[src/rtl/stepper_pkg.sv]
// Shared encodings for the stepping-motor pulse generator.
// Assumes both selects arrive as two-bit codes from neighbouring blocks.
package stepper_pkg;

    typedef enum logic [1:0] {
        BATT_SILVER  = 2'd0,
        BATT_LITHIUM = 2'd1,
        BATT_EOL     = 2'd2,
        BATT_RSVD    = 2'd3
    } batt_e;

    typedef enum logic [1:0] {
        TST_NONE = 2'd0,
        TST_FAST = 2'd1,
        TST_CAL  = 2'd2,
        TST_RSVD = 2'd3
    } tst_e;

endpackage

[src/rtl/step_timer.sv]
// Step timing: a frame counter, a slot counter and a slot index.
// A frame holds one slot in normal and test modes and BURST_N pulse slots
// in end-of-life mode. A pulse is active for the first `width` ticks of
// each pulse slot. Assumes width < slot length and frame >= BURST_N slots.
module step_timer
    import stepper_pkg::*;
#(
    parameter int CNT_W      = 18,
    parameter int PH_W       = 2,
    parameter int CAL_W      = 6,
    parameter int STEP_CLKS  = 32768,
    parameter int PULSE_CLKS = 256,
    parameter int TEST_CLKS  = 1024,
    parameter int GAP_CLKS   = 2048,
    parameter int EOL_CLKS   = 131072,
    parameter int BURST_N    = 4,
    parameter int UNIT_CLKS  = 4
) (
    input  logic             clk,
    input  logic             rst_n,
    input  logic             stop,
    input  batt_e            batt,
    input  tst_e             tst,
    input  logic [CAL_W-1:0] cal_n,
    output logic             pulse_on,
    output logic             pulse_last,
    output logic [PH_W-1:0]  phase
);

    localparam int IDX_W = $clog2(BURST_N + 1);
    localparam logic [IDX_W-1:0] IDX_MAX = {IDX_W{1'b1}};

    logic [CNT_W-1:0] frm_cnt, slot_cnt;
    logic [IDX_W-1:0] slot_idx;
    logic [CNT_W-1:0] frame_len, slot_len, width;
    logic [IDX_W-1:0] n_slots;
    logic             short_mode, burst_mode, frame_end, slot_end;

    // Mode decode: period, slot length, slot count and pulse width.
    always_comb begin
        short_mode = (tst == TST_FAST) || (tst == TST_CAL);
        burst_mode = (batt == BATT_EOL) && !short_mode;
        if (short_mode)      frame_len = CNT_W'(TEST_CLKS);
        else if (burst_mode) frame_len = CNT_W'(EOL_CLKS);
        else                 frame_len = CNT_W'(STEP_CLKS);
        slot_len = burst_mode ? CNT_W'(GAP_CLKS) : frame_len;
        n_slots  = burst_mode ? IDX_W'(BURST_N) : IDX_W'(1);
        if (tst == TST_CAL) width = CNT_W'(cal_n) * CNT_W'(UNIT_CLKS);
        else                width = CNT_W'(PULSE_CLKS);
        frame_end = frm_cnt  >= frame_len - CNT_W'(1);
        slot_end  = slot_cnt >= slot_len  - CNT_W'(1);
    end

    // Advance the counters; stop and reset park them at the frame start.
    always_ff @(posedge clk) begin
        if (!rst_n || stop) begin
            frm_cnt  <= '0;
            slot_cnt <= '0;
            slot_idx <= '0;
        end else begin
            frm_cnt  <= frame_end ? '0 : frm_cnt + CNT_W'(1);
            slot_cnt <= (frame_end || slot_end) ? '0 : slot_cnt + CNT_W'(1);
            if (frame_end)
                slot_idx <= '0;
            else if (slot_end && slot_idx != IDX_MAX)
                slot_idx <= slot_idx + IDX_W'(1);
        end
    end

    // Pulse window and its final tick.
    always_comb begin
        pulse_on   = !stop && (slot_idx < n_slots) && (slot_cnt < width);
        pulse_last = pulse_on && (slot_cnt == width - CNT_W'(1));
        phase      = slot_cnt[PH_W-1:0];
    end

endmodule

[src/rtl/pulse_shaper.sv]
// Polarity and chopping. Holds the polarity flag, flips it at the last tick
// of every pulse, and masks the pulse with the chop carrier in lithium mode.
// Assumes CHOP_LEN is a power of two and phase counts from pulse start.
module pulse_shaper
    import stepper_pkg::*;
#(
    parameter int CHOP_LEN = 4,
    parameter int CHOP_ON  = 3,
    localparam int PH_W    = $clog2(CHOP_LEN)
) (
    input  logic            clk,
    input  logic            rst_n,
    input  batt_e           batt,
    input  logic            pulse_on,
    input  logic            pulse_last,
    input  logic [PH_W-1:0] phase,
    output logic            drv_pos,
    output logic            drv_neg
);

    logic pol_q;
    logic chop_ok, drive;

    // Polarity flag: 0 drives terminal 1, flips after each full pulse.
    always_ff @(posedge clk) begin
        if (!rst_n)          pol_q <= 1'b0;
        else if (pulse_last) pol_q <= !pol_q;
    end

    // Chop gate and routing of the pulse to one terminal.
    always_comb begin
        chop_ok = (batt == BATT_LITHIUM) ? (phase < PH_W'(CHOP_ON)) : 1'b1;
        drive   = pulse_on && chop_ok;
        drv_pos = drive && !pol_q;
        drv_neg = drive && pol_q;
    end

endmodule

[src/rtl/stepper_pulse_gen.sv]
// Top of the stepping-motor pulse generator. One clock cycle is one tick
// of the 32768 Hz time base. Enables go low during reset and stop, which
// the analog pad stage turns into high impedance.
module stepper_pulse_gen
    import stepper_pkg::*;
#(
    parameter int STEP_CLKS  = 32768,
    parameter int PULSE_CLKS = 256,
    parameter int TEST_CLKS  = 1024,
    parameter int GAP_CLKS   = 2048,
    parameter int EOL_CLKS   = 131072,
    parameter int BURST_N    = 4,
    parameter int UNIT_CLKS  = 4,
    parameter int CAL_W      = 6,
    parameter int CHOP_LEN   = 4,
    parameter int CHOP_ON    = 3
) (
    input  logic             clk,
    input  logic             rst_n,
    input  logic             stop,
    input  logic [1:0]       batt_mode,
    input  logic [1:0]       test_sel,
    input  logic [CAL_W-1:0] cal_n,
    output logic             m1_drv,
    output logic             m1_oe,
    output logic             m2_drv,
    output logic             m2_oe
);

    localparam int MAX_LEN = (EOL_CLKS > STEP_CLKS) ? EOL_CLKS : STEP_CLKS;
    localparam int CNT_W   = $clog2(MAX_LEN + 1) + 1;
    localparam int PH_W    = $clog2(CHOP_LEN);

    batt_e           batt;
    tst_e            tst;
    logic            pulse_on, pulse_last;
    logic [PH_W-1:0] phase;
    logic            drv_pos, drv_neg;

    assign batt = batt_e'(batt_mode);
    assign tst  = tst_e'(test_sel);

    step_timer #(
        .CNT_W(CNT_W), .PH_W(PH_W), .CAL_W(CAL_W),
        .STEP_CLKS(STEP_CLKS), .PULSE_CLKS(PULSE_CLKS),
        .TEST_CLKS(TEST_CLKS), .GAP_CLKS(GAP_CLKS),
        .EOL_CLKS(EOL_CLKS), .BURST_N(BURST_N), .UNIT_CLKS(UNIT_CLKS)
    ) timer_i (
        .clk(clk), .rst_n(rst_n), .stop(stop), .batt(batt), .tst(tst),
        .cal_n(cal_n), .pulse_on(pulse_on), .pulse_last(pulse_last),
        .phase(phase)
    );

    pulse_shaper #(
        .CHOP_LEN(CHOP_LEN), .CHOP_ON(CHOP_ON)
    ) shaper_i (
        .clk(clk), .rst_n(rst_n), .batt(batt), .pulse_on(pulse_on),
        .pulse_last(pulse_last), .phase(phase),
        .drv_pos(drv_pos), .drv_neg(drv_neg)
    );

    // Output stage: drives and enables are released in reset and stop.
    always_comb begin
        m1_oe  = rst_n && !stop;
        m2_oe  = rst_n && !stop;
        m1_drv = rst_n && drv_pos;
        m2_drv = rst_n && drv_neg;
    end

endmodule

[config.mk]
export PLATFORM = sky130hd
export DESIGN_NAME = stepper_pulse_gen
export DESIGN_NICKNAME = d
export VERILOG_FILES = /design/src/rtl/stepper_pkg.sv /design/src/rtl/step_timer.sv /design/src/rtl/pulse_shaper.sv /design/src/rtl/stepper_pulse_gen.sv
export SDC_FILE = /design/constraint.sdc
export NUM_CORES = 1
export LEC_CHECK = 0
export BUFFER_PORTS_ARGS = -buffer_cell sky130_fd_sc_hd__buf_4
export CORE_ASPECT_RATIO = 1.25
export CORE_UTILIZATION = 54
export CTS_BUF_LIST = sky130_fd_sc_hd__clkbuf_16
export DETAILED_ROUTE_END_ITERATION = 6
export GPL_TIMING_DRIVEN = 0
export PLACE_DENSITY = 0.83
export RECOVER_POWER = 50
export SYNTH_ARGS = -nofsm -noshare
export SYNTH_HDL_FRONTEND = slang
export SYNTH_SLANG_ARGS = --single-unit
[constraint.sdc]
create_clock -name clk -period 2.51 [get_ports clk]
set_clock_uncertainty 0.1 [all_clocks]
set_input_delay 0.3765 -clock clk [delete_from_list [all_inputs] [get_ports clk]]
set_output_delay 0.3765 -clock clk [all_outputs]
set_load 0.005 [all_outputs]
==> impl_summary.md, run 1 <==
Yosys
The average size of a mapped cell is 8.89 sq um. After synthesis, the share of flip-flops with an asynchronous set or reset is 0%. The synthesized design contains 42 register bits. The number of enable-type register cells in the synthesized netlist is 0. After synthesis, the largest area contributor takes up 33.2% of total cell area. For this run, the leading register cell type out of synthesis is dfxtp_1. Sequential cells were found to cover 33.2% of the synthesized design area. After synthesis, the netlist uses 49 different library cells.

After synthesis the cells add up to 0.00253 sq mm. The count of synthesis-stage warnings from yosys is 0. Summed over all instances, the cell type with the most area after synthesis is dfxtp_1. Sorting the synthesized cells by area gives the leading types as dfxtp_1, ha_1, xor2_1. The gate count of the mapped netlist is 285.

Hold path
The origin of the worst min-delay path is rst_n. The tightest min-delay check is of the input port to register type.

Final layout
The antenna diode instance count is 0. The post-route netlist has 22.4% of its cells at a drive strength greater than 1. In the layout the commonest cells are dfxtp_1, nor2_1, buf_4. The final standard cell utilization of the core is 68.8%. The leading cell type in the layout, fill and taps excluded is dfxtp_1.

From synthesis to final layout, the design area changed by 21.1%. After the last flow step, the layout net total stands at 360. Once layout is done, the placed cells without fillers occupy 0.00307 sq mm. Fill cells in the final layout number 341.

Placed design
Once placement finished, the instance area stood at 0.00278 sq mm. The HPWL reported at the end of detailed placement is 3710 um. The pre-CTS worst setup slack is -433 ps. The routability-driven placement congestion ratio is 0.823. The count of buffers from port buffering is 16.

Timing
Final hold analysis gives a worst-case slack of 285 ps. The final hold violation count is 0. The final-report max-slew violation count is 0. The routed design could run at a clock period as short as 2520 ps. The setup slack after layout is -12.9 ps. Derived from the worst setup path, the maximum achievable clock frequency is 396 MHz. In the finished design, the share of the clock period the worst path needs comes to 101%.

The final setup violation count is 2. Setup repair after global routing could not meet its margin everywhere.

Clock network
TritonCTS built the clock tree. No sink is reached through more buffers than the 2 on the longest clock path. Clock tree synthesis inserted a total of 5 buffers. The clock transition at the registers of the reported paths is 60 ps.

For this design, the sink count on the clock tree is 42. The H-tree was split into 2 levels. The later pin in the worst-skew pair is clocked with a latency of 280 ps. The number of hold buffers added after CTS was 0. The tree is rooted in a clkbuf_16.

Status
The checks that failed: negative setup slack. The run finished, with violations left.

Pwr
Combinational logic burns 10.0% of the power. For this design the static power due to leakage is 0.00115 uW. The sequential fraction of design power is 47.5%. The clock network burns 42.5% of the power. The power spent charging and discharging nets is 322 uW.

The worst-case IR drop observed on VDD is 0.452 mV. The power density over cell area is 463 mW/mm^2. The sum of internal, switching and leakage power is 1420 uW. The fraction of power spent switching nets is 22.6%. The total internal power is 1100 uW.

Route
The post-route DRC violation count is 0. Wires add up to 5500 um. The first routing iteration left 109 violations. The post-route antenna net violation count is 0. The total via count in the routed design is 2117.

The first-pass iteration count of the detailed router is 6. In the routed layout, each cell is associated on average with a via count of 5.57. The routed length per placed instance is 14.5 um.

Global route
The aggregate global routing overflow is 0. The pin count of the biggest net entering global routing is 13. The first global-routing pass estimated 8830 um of wire. Global routing used 22.8% of the available tracks across all layers.

The number of global-route vias before repair came to 2041. The number of antenna violations at the first check in global routing was 0.

Critical path
The arrival time at the worst endpoint is 2050 ps. The path type of the worst setup path is register to primary output. The kind of capture point of the worst setup path is a primary output.

The largest driver fanout on the critical path is 4. The launching instance or port of the critical path is timer_i.slot_cnt[14]. Counting both buffers and inverters, the worst setup path holds a total of 1. The family with the most delay on the worst path is simple AND/OR/NAND/NOR gates. The slowest stage of the critical path is the or4_4 cell.

The critical path goes through or4_4 -> nor4_4 -> and3b_2 -> nand4_1 -> nor2_1 -> buf_4. The kind of start point of the critical path is a register. For the worst setup path, the data required time is 2030 ps. The startpoint identified for the worst register-to-register timing path is timer_i.slot_cnt[14]. For this run, the slowest stage of the critical path takes 550 ps.

Floorplanning
The number of cell rows is 27. The area inside the core boundary is 0.00446 sq mm. The starting utilization of the core area is 56.8%. The area of the die is 0.00497 sq mm. The overall die width is 63.3 um. The number of ports placed on the die boundary is 17.

In this run the vertical extent of the chip is 78.6 um.

Job
The tool flagged a number of max-cap violations equal to 0.
stage by stage:
stage | setup TNS [ps] | std cells
after global routing | -194 | 380
after detailed placement | -14010 | 362
after CTS | 0 | 374
after floorplan | 0 | 288
final | -20.4 | 380
after global placement | -11750 | 362
per-layer routing:
metal  track usage, %  wire (um)  vias to the layer above
li1                 -          -                     1058
met1             23.8       2180                      979
met2             41.6       2870                       57
met3             5.67        222                       23
met4             11.8        225                        0
met5                0          0                        -
flip-flops by register name, summed over array words and instances, names as in the netlist:
register	cells
timer_i.frm_cnt	19
timer_i.slot_cnt	19
timer_i.slot_idx	3
shaper_i.pol_q	1
repair_timing:
| action | 4_1_cts | 5_1_grt |
|---|---|---|
| gates resized for setup | 11 | 12 |
| setup buffers | 4 | 6 |
| pin swaps | 7 | 12 |
| setup endpoints to repair | 33 | 13 |
final cells by class:
type / count / area, sq um / share of cell area, %
inverters: 12 / 45.0 / 1.47
clock buffers: 5 / 125 / 4.08
repair buffers: 26 / 188 / 6.11
clock inverters: 3 / 11.3 / 0.367
multi-input cells: 227 / 1710 / 55.8
flip-flops and latches: 42 / 846 / 27.6
plain buffers: 7 / 67.6 / 2.20
well taps: 58 / 72.6 / 2.36
Yosys cell counts (3+ instances only):
cell      instances
dfxtp_1          42
nor2_1           39
ha_1             26
nand2_1          25
xor2_1           19
xnor2_1          17
nand3_1          14
inv_1            12
nand4_1           9
a21oi_1           8
nor2_4            8
o21ai_0           5
and3_1            4
clkbuf_1          4
mux2i_1           4
or3_1             4
nor3_1            3
tightest hold or removal path, delay by kind of cell:
family                 cells  cell delay, ps
AND/OR/NAND/NOR            1              60
multiplexers               1              60
buffers and inverters      1             120
kinds of logic after synthesis:
family / after synthesis / share of synthesized area (%)
other: 1 / 0.148
xor gates and xnor gates: 36 / 12.4
AOI/OAI and AO/OA: 29 / 7.80
buffers and inverters: 19 / 3.90
DFF: 42 / 33.2
adders and majority gates: 26 / 12.8
muxes: 4 / 1.58
and+or+nand+nor: 128 / 28.1
final timing paths:
kind                             end  slack [ps]  depth (start not counted)
setup / recovery              m2_drv         -10                          6
hold / removal        shaper_i.pol_q         290                          3
setup reg to reg      shaper_i.pol_q         200                          8
hold reg to reg   timer_i.frm_cnt[0]         360                          1
power groups by stage:
stage          Combinational, uW  Clock (uW)  Sequential, uW
6_report                     142         604             674
5_1_grt                      156         643             674
4_1_cts                      131         612             676
3_5_place_dp                 119           0             690
3_3_place_gp                 116           0             690
2_1_floorplan               78.0           0             689
(Power assumes the default switching activity.)
==> run 2: changes to the inputs <==
--- a/config.mk
+++ b/config.mk
@@ -11,8 +11,10 @@
 export CTS_BUF_LIST = sky130_fd_sc_hd__clkbuf_16
 export DETAILED_ROUTE_END_ITERATION = 6
 export GPL_TIMING_DRIVEN = 0
+export HOLD_SLACK_MARGIN = 0.03
 export PLACE_DENSITY = 0.83
 export RECOVER_POWER = 50
+export SETUP_SLACK_MARGIN = 0.1
 export SYNTH_ARGS = -nofsm -noshare
 export SYNTH_HDL_FRONTEND = slang
 export SYNTH_SLANG_ARGS = --single-unit
==> constraint.sdc (replaced) <==
create_clock -name clk -period 2.51 [get_ports clk]
set_clock_uncertainty 0.1 [all_clocks]
set_input_delay 0.502 -clock clk [delete_from_list [all_inputs] [get_ports clk]]
set_output_delay 0.502 -clock clk [all_outputs]
set_load 0.005 [all_outputs]
==> impl_summary.md, run 2 (synthesis gave the netlist of run 1 again) <==
Status
The flow ran to the end, but the final reports show violations. The checks that failed: negative setup slack.

Timing
The final hold violation count is 0 (unchanged). The final worst-path cycle share is 121% (+21 points). The total negative setup slack was -6270 ps (-6240 ps).

Setup repair after global routing could not meet its margin everywhere. The final setup violation count came to 40 (+38). The setup slack after layout is -538 ps (-525 ps).

The achievable clock frequency was 328 MHz (-17%). The minimum period implied by the final worst setup slack is 3050 ps (+525 ps). The final-report max-slew violation count is 0 (unchanged).

Final layout
The count of nets after finishing is 374 (+3.9%). In the final layout, the registers with the most flip-flops are timer_i.frm_cnt x19, timer_i.slot_cnt x19, timer_i.slot_idx x3. The leading cell type in the layout, fill and taps excluded is dfxtp_1.

The post-route standard cell area excluding fillers is 0.00372 sq mm (+21%). The final standard cell utilization of the core came to 83.3% (+15 points). From synthesis to final layout, the design area changed by 46.7%.

The non-filler instance count after layout is 394 (+3.7%). The antenna diode instance count is 0 (unchanged). In the layout the commonest cells are dfxtp_1, buf_4, nand2_1, nor2_4, xor2_1. The fraction of final layout cells sized beyond drive strength 1 is 40.5% (+18 points).

Placed design
The count of buffers from port buffering is 16 (unchanged). The routability-driven placement congestion ratio came to 0.796 (-3.3%). The cell area reported after detailed placement was 0.00283 sq mm (+1.8%). The cell count after placement is 362 (unchanged). The HPWL reported at the end of detailed placement is 3690 um (-0.33%).

Critical path
The kind of capture point of the worst setup path is a primary output. The kind of start point of the critical path is an input port. The endpoint required time on the critical path is 1910 ps (-120 ps).

The arrival time at the worst endpoint is 2450 ps (+400 ps). The combined buffer and inverter count along the critical path is 3 (+2). The standard cell with the maximum stage delay on the critical path is a21boi_1. The depth of the most critical reg-to-reg path is 7 (-1). The path type of the worst setup path is input port to primary output. Walking the worst path, the cells encountered are buf_8 -> inv_8 -> ha_4 -> nand3b_1 -> ha_1 -> a21boi_1 -> and3b_2 -> nand4_1 -> nor2_1 -> buf_4. The largest driver fanout on the critical path is 3 (-1). The maximum cell stage delay along the critical path is 420 ps (-130 ps). The cell depth of the worst setup path was 10 (+4).

In this design, the largest share of critical-path delay is due to adder cells.

Global route
The global routing met3 resource utilization is 5.23% (-0.44 points). The global-route wire length before repair is 11100 um (+25%). The number of global-route vias before repair is 2310 (+13%). The number of antenna violations at the first check in global routing is 0 (unchanged).

The pin count of the biggest net entering global routing is 15 (+2). The busiest metal layer after global routing is met2. The met1 track demand over resource came to 30.7% (+6.9 points). The aggregate global routing overflow is 0 (unchanged). The global-route usage over all layers is 28.9% (+6.1 points). The met2 demand-to-capacity share in global routing came to 52.0% (+10 points).

Floorplanning
The vertical extent of the die is 78.6 um (unchanged). The area inside the core boundary came to 0.00446 sq mm (unchanged). The area of the die is 0.00497 sq mm (unchanged). The starting utilization of the core area is 56.8% (unchanged). The number of cell rows came to 27 (unchanged).

The number of ports placed on the die boundary is 17 (unchanged). The overall die width is 63.3 um (unchanged).

Hold path
The path category of the worst min-delay check is register to register. The worst hold path cell count is 1 (-2).

Route
The DRC violation total after the first TritonRoute iteration was 278 (+160%). The post-route DRC violation count was 0 (unchanged). The number of vias per cell after detailed routing is 6.82 (+22%).

The first-pass iteration count of the detailed router is 5 (-1). The routed length per placed instance is 25.2 um (+74%). The total via count in the routed design is 2688 (+27%). The total wirelength of the detailed-routed design is 9930 um (+81%). The post-route antenna net violation count is 0 (unchanged).

Clock network
The clock root buffer is clkbuf_16. The clock transition at the registers of the reported paths was 60 ps (about the same). The number of hold buffers added after CTS is 0 (unchanged).

The TritonCTS clock tree is done. The total number of clock tree sinks was 42 (unchanged). The number of CTS-inserted buffers is 5 (unchanged). The number of buffers between clock root and the deepest sink is 2 (unchanged). The number of levels the H-tree was split into is 2 (unchanged). The clock latency at the later pin of the worst-skew pair is 300 ps (+20 ps).

Pwr
The power density over cell area is 423 mW/mm^2 (-8.6%). The leakage power summed over all cells came to 0.00136 uW (+18%). The maximum vdd ir drop is 0.476 mV (+5.3%).

Job
The max capacitance violation total is 0 (unchanged).
run 2: changes by cell type in the layout (fill, tap and decap cells not counted), moves of 6 or more:
cell | previous run | this run
nor2_1 | 39 | 18
a21oi_1 | 8 | 2
nor2_2 | 2 | 11
nor2_4 | 8 | 20
ha_1 | 21 | 14
buf_4 | 23 | 30
ha_4 | 3 | 12
run 2: final timing paths:
check | end | start | slack (ps)
max | m1_drv | test_sel[0] | -540
min | timer_i.frm_cnt[0] | timer_i.frm_cnt[0] | 380
max reg2reg | shaper_i.pol_q | timer_i.slot_cnt[14] | 10
min reg2reg | timer_i.frm_cnt[0] | timer_i.frm_cnt[0] | 380
run 2: area by class of cell:
cell class | count | area, sq um
fill | 188 | 743
inverter | 12 | 56.3
clock inverter | 3 | 21.3
sequential | 42 | 841
clock buffer | 5 | 125
multi-input combinational | 227 | 2110
tap | 58 | 72.6
timing repair buffer | 40 | 393
buffer | 7 | 101
run 2: report_power, final:
| group | leakage [uW] | switching, uW | internal (uW) | total, uW |
|---|---|---|---|---|
| Sequential | 0.000340 | 4.52 | 672 | 676 |
| Combinational | 0.000950 | 127 | 121 | 248 |
| Clock | 0.0000698 | 280 | 368 | 648 |
| Total | 0.00136 | 411 | 1160 | 1570 |
run 2: repair_timing:
item / 4_1_cts / 5_1_grt
endpoints found under the setup margin: 39 / 40
resized for setup: 34 / 76
buffers inserted: 9 / 12
gates cloned: 1 / 2
pin swaps: 19 / 31
run 2: layer usage:
layer	part of all wire (%)	vias up
li1	-	1089
met1	35	1249
met5	0	-
met3	10	89
met4	8.2	0
met2	47	261
run 2: metrics by stage:
step,hold WS [ps],power (uW),setup WS [ps]
finish,378,1570,-538
detailed placement,356,821,-510
CTS,370,1470,-146
global placement,344,815,-424
global route,401,1600,-524
floorplan,330,776,-9.81
